`src/rtl/rtc_spi_pkg.sv`:
```
package rtc_spi_pkg;

  localparam int unsigned NUM_TIME_BYTES = 7;
  localparam logic [7:0] ADDR_TIME_RD  = 8'h00;
  localparam logic [7:0] ADDR_TIME_WR  = 8'h80;
  localparam logic [7:0] ADDR_CTRL_WR  = 8'h8F;
  localparam logic [7:0] CTRL_UNLOCKED = 8'h00;
  localparam logic [7:0] CTRL_LOCKED   = 8'h40;
  localparam logic [11:0] YEAR_BASE    = 12'd2000;

  typedef enum logic [2:0] {
    ST_IDLE, ST_CE_ON, ST_BIT_HI, ST_BIT_LO, ST_CE_OFF
  } seqState_t;

  // strobes from the control unit to the datapath
  typedef struct packed {
    logic       latch;    // capture host write fields
    logic       drive;    // update mosi with current bit
    logic       sample;   // shift in miso
    logic       store;    // commit received byte
    logic       publish;  // update host read fields
    logic       isSet;
    logic [1:0] txn;
    logic [2:0] byteIdx;
    logic [2:0] bitIdx;
  } seqStrobe_t;

  function automatic logic [6:0] fromBcd(input logic [7:0] b);
    return 7'(b[7:4]) * 7'd10 + 7'(b[3:0]);
  endfunction

  function automatic logic [7:0] toBcd(input logic [6:0] v);
    return {4'(v / 7'd10), 4'(v % 7'd10)};
  endfunction

  function automatic logic [4:0] decodeHour(input logic [7:0] h);
    logic [6:0] v;
    if (h[6]) begin
      v = fromBcd({3'b000, h[4:0]});
      if (v == 7'd12) v = h[5] ? 7'd12 : 7'd0;
      else if (h[5]) v = v + 7'd12;
    end else begin
      v = fromBcd({2'b00, h[5:0]});
    end
    return v[4:0];
  endfunction

endpackage

```
`src/rtl/rtc_spi_ctrl.sv`:
```
module rtc_spi_ctrl
  import rtc_spi_pkg::*;
#(
  parameter int unsigned HALF_CYCLES   = 4,
  parameter int unsigned SETTLE_CYCLES = 4
) (
  input  logic       clk,
  input  logic       rstN,
  input  logic       rdReq,
  input  logic       setReq,
  output seqStrobe_t stb,
  output logic       ce,
  output logic       sck,
  output logic       done
);
  localparam int unsigned MAXC = (HALF_CYCLES > SETTLE_CYCLES) ? HALF_CYCLES : SETTLE_CYCLES;
  localparam int unsigned TW = $clog2(MAXC) + 1;
  localparam logic [TW-1:0] HALF_LD   = TW'(HALF_CYCLES - 1);
  localparam logic [TW-1:0] SETTLE_LD = TW'(SETTLE_CYCLES - 1);

  seqState_t     state;
  logic [TW-1:0] timer;
  logic          isSet;
  logic [1:0]    txn;
  logic [2:0]    byteIdx;
  logic [2:0]    bitIdx;
  logic          timerZero;
  logic [2:0]    lastByte;

  assign timerZero = (timer == '0);
  // address plus control byte outside the burst window, address plus burst inside
  assign lastByte  = (isSet && txn != 2'd1) ? 3'd1 : 3'd7;

  always_ff @(posedge clk) begin
    if (!rstN) begin
      state   <= ST_IDLE;
      timer   <= '0;
      isSet   <= 1'b0;
      txn     <= '0;
      byteIdx <= '0;
      bitIdx  <= '0;
      done    <= 1'b0;
    end else begin
      done <= 1'b0;
      if (!timerZero) timer <= timer - 1'b1;
      unique case (state)
        ST_IDLE: if (rdReq || setReq) begin
          isSet   <= !rdReq;
          txn     <= '0;
          byteIdx <= '0;
          bitIdx  <= '0;
          timer   <= SETTLE_LD;
          state   <= ST_CE_ON;
        end
        ST_CE_ON: if (timerZero) begin
          timer <= HALF_LD;
          state <= ST_BIT_HI;
        end
        ST_BIT_HI: if (timerZero) begin
          timer <= HALF_LD;
          state <= ST_BIT_LO;
        end
        ST_BIT_LO: if (timerZero) begin
          if (bitIdx != 3'd7) begin
            bitIdx <= bitIdx + 1'b1;
            timer  <= HALF_LD;
            state  <= ST_BIT_HI;
          end else begin
            bitIdx <= '0;
            if (byteIdx == lastByte) begin
              timer <= SETTLE_LD;
              state <= ST_CE_OFF;
            end else begin
              byteIdx <= byteIdx + 1'b1;
              timer   <= HALF_LD;
              state   <= ST_BIT_HI;
            end
          end
        end
        ST_CE_OFF: if (timerZero) begin
          if (isSet && txn != 2'd2) begin
            txn     <= txn + 1'b1;
            byteIdx <= '0;
            timer   <= SETTLE_LD;
            state   <= ST_CE_ON;
          end else begin
            done  <= 1'b1;
            state <= ST_IDLE;
          end
        end
        default: state <= ST_IDLE;
      endcase
    end
  end

  assign ce  = (state == ST_CE_ON) || (state == ST_BIT_HI) || (state == ST_BIT_LO);
  assign sck = (state == ST_BIT_HI);

  always_comb begin
    stb         = '0;
    stb.latch   = (state == ST_IDLE) && (rdReq || setReq);
    stb.drive   = (state == ST_BIT_HI) && (timer == HALF_LD);
    stb.sample  = (state == ST_BIT_HI) && timerZero;
    stb.store   = (state == ST_BIT_LO) && timerZero && (bitIdx == 3'd7) && !isSet && (byteIdx != 3'd0);
    stb.publish = (state == ST_CE_OFF) && timerZero && !isSet;
    stb.isSet   = isSet;
    stb.txn     = txn;
    stb.byteIdx = byteIdx;
    stb.bitIdx  = bitIdx;
  end

endmodule

```
`src/rtl/rtc_spi_dp.sv`:
```
module rtc_spi_dp
  import rtc_spi_pkg::*;
(
  input  logic        clk,
  input  logic        rstN,
  input  seqStrobe_t  stb,
  input  logic        miso,
  input  logic [5:0]  wrSec,
  input  logic [5:0]  wrMin,
  input  logic [4:0]  wrHour,
  input  logic [2:0]  wrWday,
  input  logic [4:0]  wrMday,
  input  logic [3:0]  wrMon,
  input  logic [11:0] wrYear,
  output logic        mosi,
  output logic [5:0]  rdSec,
  output logic [5:0]  rdMin,
  output logic [4:0]  rdHour,
  output logic [2:0]  rdWday,
  output logic [4:0]  rdMday,
  output logic [3:0]  rdMon,
  output logic [11:0] rdYear
);
  logic [7:0] wrBcd [NUM_TIME_BYTES];
  logic [7:0] rxRaw [NUM_TIME_BYTES];
  logic [7:0] rxShift;
  logic [7:0] txByte;
  logic [2:0] slot;

  assign slot = stb.byteIdx - 3'd1;

  always_comb begin
    txByte = ADDR_TIME_RD;
    if (stb.isSet) begin
      unique case (stb.txn)
        2'd0:    txByte = (stb.byteIdx == 3'd0) ? ADDR_CTRL_WR : CTRL_UNLOCKED;
        2'd1:    txByte = (stb.byteIdx == 3'd0) ? ADDR_TIME_WR : wrBcd[slot];
        default: txByte = (stb.byteIdx == 3'd0) ? ADDR_CTRL_WR : CTRL_LOCKED;
      endcase
    end
  end

  always_ff @(posedge clk) begin
    if (!rstN) begin
      mosi    <= 1'b0;
      rxShift <= '0;
      for (int i = 0; i < NUM_TIME_BYTES; i++) begin
        wrBcd[i] <= '0;
        rxRaw[i] <= '0;
      end
      rdSec  <= '0;
      rdMin  <= '0;
      rdHour <= '0;
      rdWday <= '0;
      rdMday <= '0;
      rdMon  <= '0;
      rdYear <= '0;
    end else begin
      if (stb.latch) begin
        wrBcd[0] <= toBcd(7'(wrSec));
        wrBcd[1] <= toBcd(7'(wrMin));
        wrBcd[2] <= toBcd(7'(wrHour));
        wrBcd[3] <= toBcd(7'(wrWday));
        wrBcd[4] <= toBcd(7'(wrMday));
        wrBcd[5] <= toBcd(7'(wrMon));
        wrBcd[6] <= toBcd(7'(wrYear - YEAR_BASE));
      end
      if (stb.drive)  mosi <= txByte[3'd7 - stb.bitIdx];
      if (stb.sample) rxShift <= {rxShift[6:0], miso};
      if (stb.store)  rxRaw[slot] <= rxShift;
      if (stb.publish) begin
        rdSec  <= 6'(fromBcd(rxRaw[0]));
        rdMin  <= 6'(fromBcd(rxRaw[1]));
        rdHour <= decodeHour(rxRaw[2]);
        rdWday <= 3'(fromBcd(rxRaw[3]));
        rdMday <= 5'(fromBcd(rxRaw[4]));
        rdMon  <= 4'(fromBcd(rxRaw[5]));
        rdYear <= YEAR_BASE + 12'(fromBcd(rxRaw[6]));
      end
    end
  end

endmodule

```
`src/rtl/rtc_spi_seq.sv`:
```
module rtc_spi_seq
  import rtc_spi_pkg::*;
#(
  parameter int unsigned HALF_CYCLES   = 4,  // must be at least 2
  parameter int unsigned SETTLE_CYCLES = 4
) (
  input  logic        clk,
  input  logic        rstN,
  input  logic        rdReq,
  input  logic        setReq,
  input  logic [5:0]  wrSec,
  input  logic [5:0]  wrMin,
  input  logic [4:0]  wrHour,
  input  logic [2:0]  wrWday,
  input  logic [4:0]  wrMday,
  input  logic [3:0]  wrMon,
  input  logic [11:0] wrYear,
  output logic        done,
  output logic [5:0]  rdSec,
  output logic [5:0]  rdMin,
  output logic [4:0]  rdHour,
  output logic [2:0]  rdWday,
  output logic [4:0]  rdMday,
  output logic [3:0]  rdMon,
  output logic [11:0] rdYear,
  output logic        ce,
  output logic        sck,
  output logic        mosi,
  input  logic        miso
);
  seqStrobe_t stb;

  rtc_spi_ctrl #(
    .HALF_CYCLES  (HALF_CYCLES),
    .SETTLE_CYCLES(SETTLE_CYCLES)
  ) u_ctrl (
    .clk   (clk),
    .rstN  (rstN),
    .rdReq (rdReq),
    .setReq(setReq),
    .stb   (stb),
    .ce    (ce),
    .sck   (sck),
    .done  (done)
  );

  rtc_spi_dp u_dp (
    .clk   (clk),
    .rstN  (rstN),
    .stb   (stb),
    .miso  (miso),
    .wrSec (wrSec),
    .wrMin (wrMin),
    .wrHour(wrHour),
    .wrWday(wrWday),
    .wrMday(wrMday),
    .wrMon (wrMon),
    .wrYear(wrYear),
    .mosi  (mosi),
    .rdSec (rdSec),
    .rdMin (rdMin),
    .rdHour(rdHour),
    .rdWday(rdWday),
    .rdMday(rdMday),
    .rdMon (rdMon),
    .rdYear(rdYear)
  );

endmodule

```
`config.mk`:
```
export PLATFORM = sky130hd
export DESIGN_NAME = rtc_spi_seq
export DESIGN_NICKNAME = d
export VERILOG_FILES = /design/src/rtl/rtc_spi_pkg.sv /design/src/rtl/rtc_spi_ctrl.sv /design/src/rtl/rtc_spi_dp.sv /design/src/rtl/rtc_spi_seq.sv
export SDC_FILE = /design/constraint.sdc
export NUM_CORES = 1
export LEC_CHECK = 0
export ABC_AREA = 1
export BUFFER_PORTS_ARGS = -buffer_cell sky130_fd_sc_hd__buf_2
export CAP_MARGIN = 40
export CORE_MARGIN = 8
export CORE_UTILIZATION = 40
export CTS_CLUSTER_SIZE = 16
export DETAILED_ROUTE_END_ITERATION = 8
export PLACE_DENSITY = 0.64
export SYNTH_ARGS = -nofsm -noshare
export SYNTH_HDL_FRONTEND = slang
export SYNTH_SLANG_ARGS = --single-unit
```
`constraint.sdc`:
```
create_clock -name clk -period 4.9 [get_ports clk]
set_input_delay 0.735 -clock clk [delete_from_list [all_inputs] [get_ports clk]]
set_output_delay 0.735 -clock clk [all_outputs]
set_load 0.02 [all_outputs]
```
Word level (Yosys, flattened, before mapping). Memories as Yosys holds them, arrays and structs flattened. Index checks and enable logic that the tools add are counted. Widths: inputs -> output; s select.

Add/sub/neg operators: 17. Multipliers: 8. Div/mod/pow operators: 14. $lt $le $gt $ge: 1. Eq/ne operators: 20. Muxes and demuxes: 59. Bitwise logic cells: 7. Reduce and logical (&&, ||, !) cells: 32.

Operators with widths (number): $mux 8 (12); $mux 3 (22); $pmux 3 s3 (2); $pmux 8 s2 (1); $mux 5 (3); $pmux 3 s5 (1); $div 5x4->7 const B (2); $div 6x4->7 const B (2); $mod 5x4->7 const B (2); $mod 6x4->7 const B (2); $add 11x7->12 const A (1); $add 6x4->6 (2); $ne 2x1->1 const B (6); $logic_and 1x1->1 (11); $mux 1 (11); $add 5x4->5 (2); $mul 4x3->5 const B (2); $eq 3x2->1 const B (3); $logic_not 3->1 (3); $ne 2x2->1 const B (4); $reduce_or 8->1 (1); $add 7x4->7 (1); $div 3x4->7 const B (1); $div 4x4->7 const B (1); other kinds (43) (60).

Register bits after elaboration: 66. Memory bits (writable): 112. Input bits: 46. Memories kept: 2.

Memories: u_dp.rxRaw (words 7, bits a word 8, read ports 7, clocked after Yosys merged registers in 0, wr ports 7, line rtc_spi_dp.sv:25) `logic [7:0] rxRaw [NUM_TIME_BYTES];`; u_dp.wrBcd (words 7, bits a word 8, read ports 1, clocked after Yosys merged registers in 0, wr ports 7, line rtc_spi_dp.sv:24) `logic [7:0] wrBcd [NUM_TIME_BYTES];`.

Depth between registers and ports, before layout.
Depth after elaboration: 10. Mapped depth: 25. Mapped depth without buffers: 25.

Hierarchy. From an unflattened synthesis, not the netlist that was laid out.

Cells, all modules: 1075. Area, all modules: 8977.4 µm².

By module, submodules not included: rtc_spi_dp (times used 1, cells each 915, area each 7846.3 µm²); rtc_spi_ctrl (times used 1, cells each 160, area each 1131.1 µm²).

Worst setup path after synthesis. No wires, ideal clock.

Path kind: in2reg. Start: in wrYear[4]. End: mem u_dp.wrBcd[6][1], data pin. Library setup time: 0.254 ns. Arrival time: 2.641 ns. Required time: 4.646 ns. Setup slack: 2.005 ns. Stages: 23. Cells stage by stage: inv_1 > ha_1 > nand2_1 > nand3_4 > nand2_1 > nand2_1 > inv_2 > nand2_4 > nand2_2 > nand2_1 > nand3_2 > nand2_2 > nand2_2 > nand2_1 > nand2_1 > inv_1 > ha_1 > nand2_1 > nand2_2 > nand2_2 > nand2_1 > nand2_1 > nor2_2.

RTL lines: start, declared (line rtc_spi_seq.sv:17) `input logic [11:0] wrYear,`; end, declared (line rtc_spi_dp.sv:24).

==> run summary <==
Peak VDD IR: 0.203 mV
Routed WL: 18900 um
Buffers on Ports: 85
CTS tree: done
Starting density of the core: 0.405
Post-cts resize count: 0
Routability cong.: 0.868
Worst setup EP type: flop
CP arrival: 3.26 ns
Yosys top cell area share: 0.291
Detailed Place HPWL: 14200 um
Hold path depth: 1
Hold WS: 0.459 ns
GRT busiest layer: met2
Area added between synthesis and finish: 14.9%
DRC errors left: 0
Post-layout minimum cycle time: 3.16 ns
Slew margin rel.: 0.493
Worst min path class: reg -> reg
Avg Vias per Cell: 4.88
Area of the multi-input gates: 4030 um^2
Final layout net count: 1228
Number of global-route vias before repair: 6737
GR Layer Usage met3: 0.0303
Commonest non-fill, non-tap cell in the layout: nand2_1
Layout Skew: 0.0128 ns
Hold path endpoint: u_ctrl.timer[2]
Reg2Reg Launch Point: u_ctrl.byteIdx[0]
Tcrit/Tclk final: 0.645
EDFF count, synth: 85
Met1 Use GR: 0.181
Top_reg_cell synth: edfxtp_1
Post-synthesis instance total: 1037
Leakage: 4.46 nW
Post-synthesis sequential area ratio: 0.455
CP Max Fanout: 20
Slew Limit Fails: 0
CP Launch Type: flop
Clock buffer count from CTS: 17
Slew @ Worst Pin: 0.753 ns
Cell family with the largest share of critical-path delay: simple AND/OR/NAND/NOR gates
Core area: 21700 um^2
Largest net degree at the start of global routing: 49
Slowest-stage cell, CP: or4_1
Drt first pass iters: 5
Setup CP Type: reg -> reg
Die Ht: 164 um
Die width: 164 um
Net count after synthesis: 1150
Max clock buf depth: 2
Post-route ant nets: 0
Final hold vios: 0
Synth async-reset ratio: 0
Tot GR Track Use: 0.145
Buf/Inv on CP: 2
Root Driver: clkbuf_16
RSZ-0062 raised after global routing: false
First-pass GRT wire length: 31600 um
Mapped cell area: 8790 um^2
Rows: 54
Req. time, crit path: 5.00 ns
FF-to-FF End: u_dp.rxRaw[1][7]
Post-synth top area cell: edfxtp_1
Synth warn: 0
Avg Cell Area, Syn: 8.47 um^2
Max-Cap Viols: 0
Vias: 6869
Most frequent cells in the layout: nand2_1 (167), inv_1 (143), nor2_1 (120)
CP peak stage delay: 0.84 ns
Synthesis-stage register bit count: 157
Worst Reg-to-Reg Cells: 5
Share of cells above drive strength 1: 0.158
Clk sinks: 157
Fill cells: 2122
Status: completed
CTS Hold Bufs: 0
CTS clk-pin slew, worst paths: 0.07 ns
Boundary pin count: 91
Pwr dens: 425 nW/um^2
CP Launch Point: u_ctrl.byteIdx[0]
Worst hold start: u_ctrl.timer[2]
CP cell instances: inv_2 > ha_1 > inv_1 > or4_1 > nand2_1
FF+latch area: 3990 um^2
Area contributors post-synth: edfxtp_1 (29%), dfxtp_1 (16%), ha_1 (8.5%), nand2_1 (7.2%), inv_1 (6.1%)
GRT overflow: 0
Clk Latency, worst-skew pair: 0.43 ns
WL per Instance: 13.4 um
Die area: 27000 um^2
Post-CTS Setup Repair Bufs: 0
GRT met2 Usage: 0.247
Antenna violations before repair: 0
Endpoints failing setup: 0
Antenna Diode Count: 0
Max Freq: 0.316 GHz
Final setup TNS: 0 ns
Synth cell types: 57
Initial DRC count: 444
H-tree levels: 4
Worst R2R Setup Slack: 1.74 ns
[stage by stage]
stage / std cells / utilization / area, um^2 / worst slack, ns / power (mW)
after floorplan: 1037 / - / 8790 / 2.00 / 2.62
after global placement: 1375 / 0.436 / 9450 / 1.68 / 2.90
after detailed placement: 1376 / 0.437 / 9470 / 1.66 / 2.93
after CTS: 1408 / 0.465 / 10100 / 1.75 / 4.32
after global routing: 1408 / 0.465 / 10100 / 1.50 / 4.55
final: 1408 / 0.465 / 10100 / 1.74 / 4.28
[how the worst max path moves through the flow]
stage	end	slack, ns	cells after the start
finish	u_dp.rxRaw[1][7]	1.74	5
global placement	u_dp.wrBcd[6][2]	1.68	22
floorplan	u_dp.wrBcd[6][1]	2.00	23
global route	u_dp.rxRaw[1][6]	1.50	5
CTS	u_dp.rxRaw[1][7]	1.75	5
detailed placement	u_dp.wrBcd[6][2]	1.66	23
[routing by layer]
layer | wire length (um) | share of wire | vias up
met3 | 806 | 0.043 | 22
met4 | 256 | 0.014 | 0
met5 | 0 | 0 | -
met1 | 8840 | 0.47 | 3126
met2 | 9010 | 0.48 | 122
li1 | - | - | 3599
[area by class of cell]
type	count	area share
clock buffers	21	0.0467
repair buffers	93	0.0493
multi-input cells	687	0.399
clock inverters	11	0.0149
well taps	280	0.0347
flip-flops and latches	157	0.396
inverters	159	0.0591
[power by group]
group,switching (mW),internal [mW],leakage [nW]
clock,0.535,0.852,0.308
sequential,0.0964,1.60,1.48
combinational,0.818,0.383,2.67
[sequential cells by signal (all words and copies together), names as in the netlist, 4 cells and up]
register	flops
u_dp.rdMon	4
u_dp.rdMin	6
u_dp.rdSec	6
u_dp.rdMday	5
u_dp.rdYear	10
u_dp.rdHour	5
u_dp.rxShift	8
u_dp.rxRaw	51
u_dp.wrBcd	42
[cell usage after synthesis, types with 7 or more instances]
cell	n
a21oi_1	98
nand2_1	168
fa_1	7
a211oi_1	10
nor2_2	9
o21ai_0	67
nand3_1	25
xor2_1	18
xnor2_1	7
edfxtp_1	85
inv_1	143
inv_2	11
nor2_1	120
nor3_1	11
buf_2	8
nand2_2	10
nand4_1	9
clkbuf_1	20
dfxtp_1	72
ha_1	60
o211ai_1	8
[worst reg2reg max path: stages, from the launching register on]
cell and delay (ns):
dfxtp_1 0.34, inv_2 0.15, ha_1 0.75, inv_1 0.41, or4_1 0.84, nand2_1 0.36
[logic make-up (layout without fill, tap and decap cells)]
| group | Yosys count | in the layout | share of synthesized area |
|---|---|---|---|
| buffers and inverters | 193 | 284 | 0.0870 |
| and+or+nand+nor | 372 | 372 | 0.186 |
| xor gates and xnor gates | 26 | 26 | 0.0268 |
| adders and majority gates | 67 | 67 | 0.101 |
| DFF | 157 | 157 | 0.455 |
| AOI/OAI and AO/OA | 222 | 222 | 0.145 |
No activity file was read; power rests on OpenSTA's default activity.
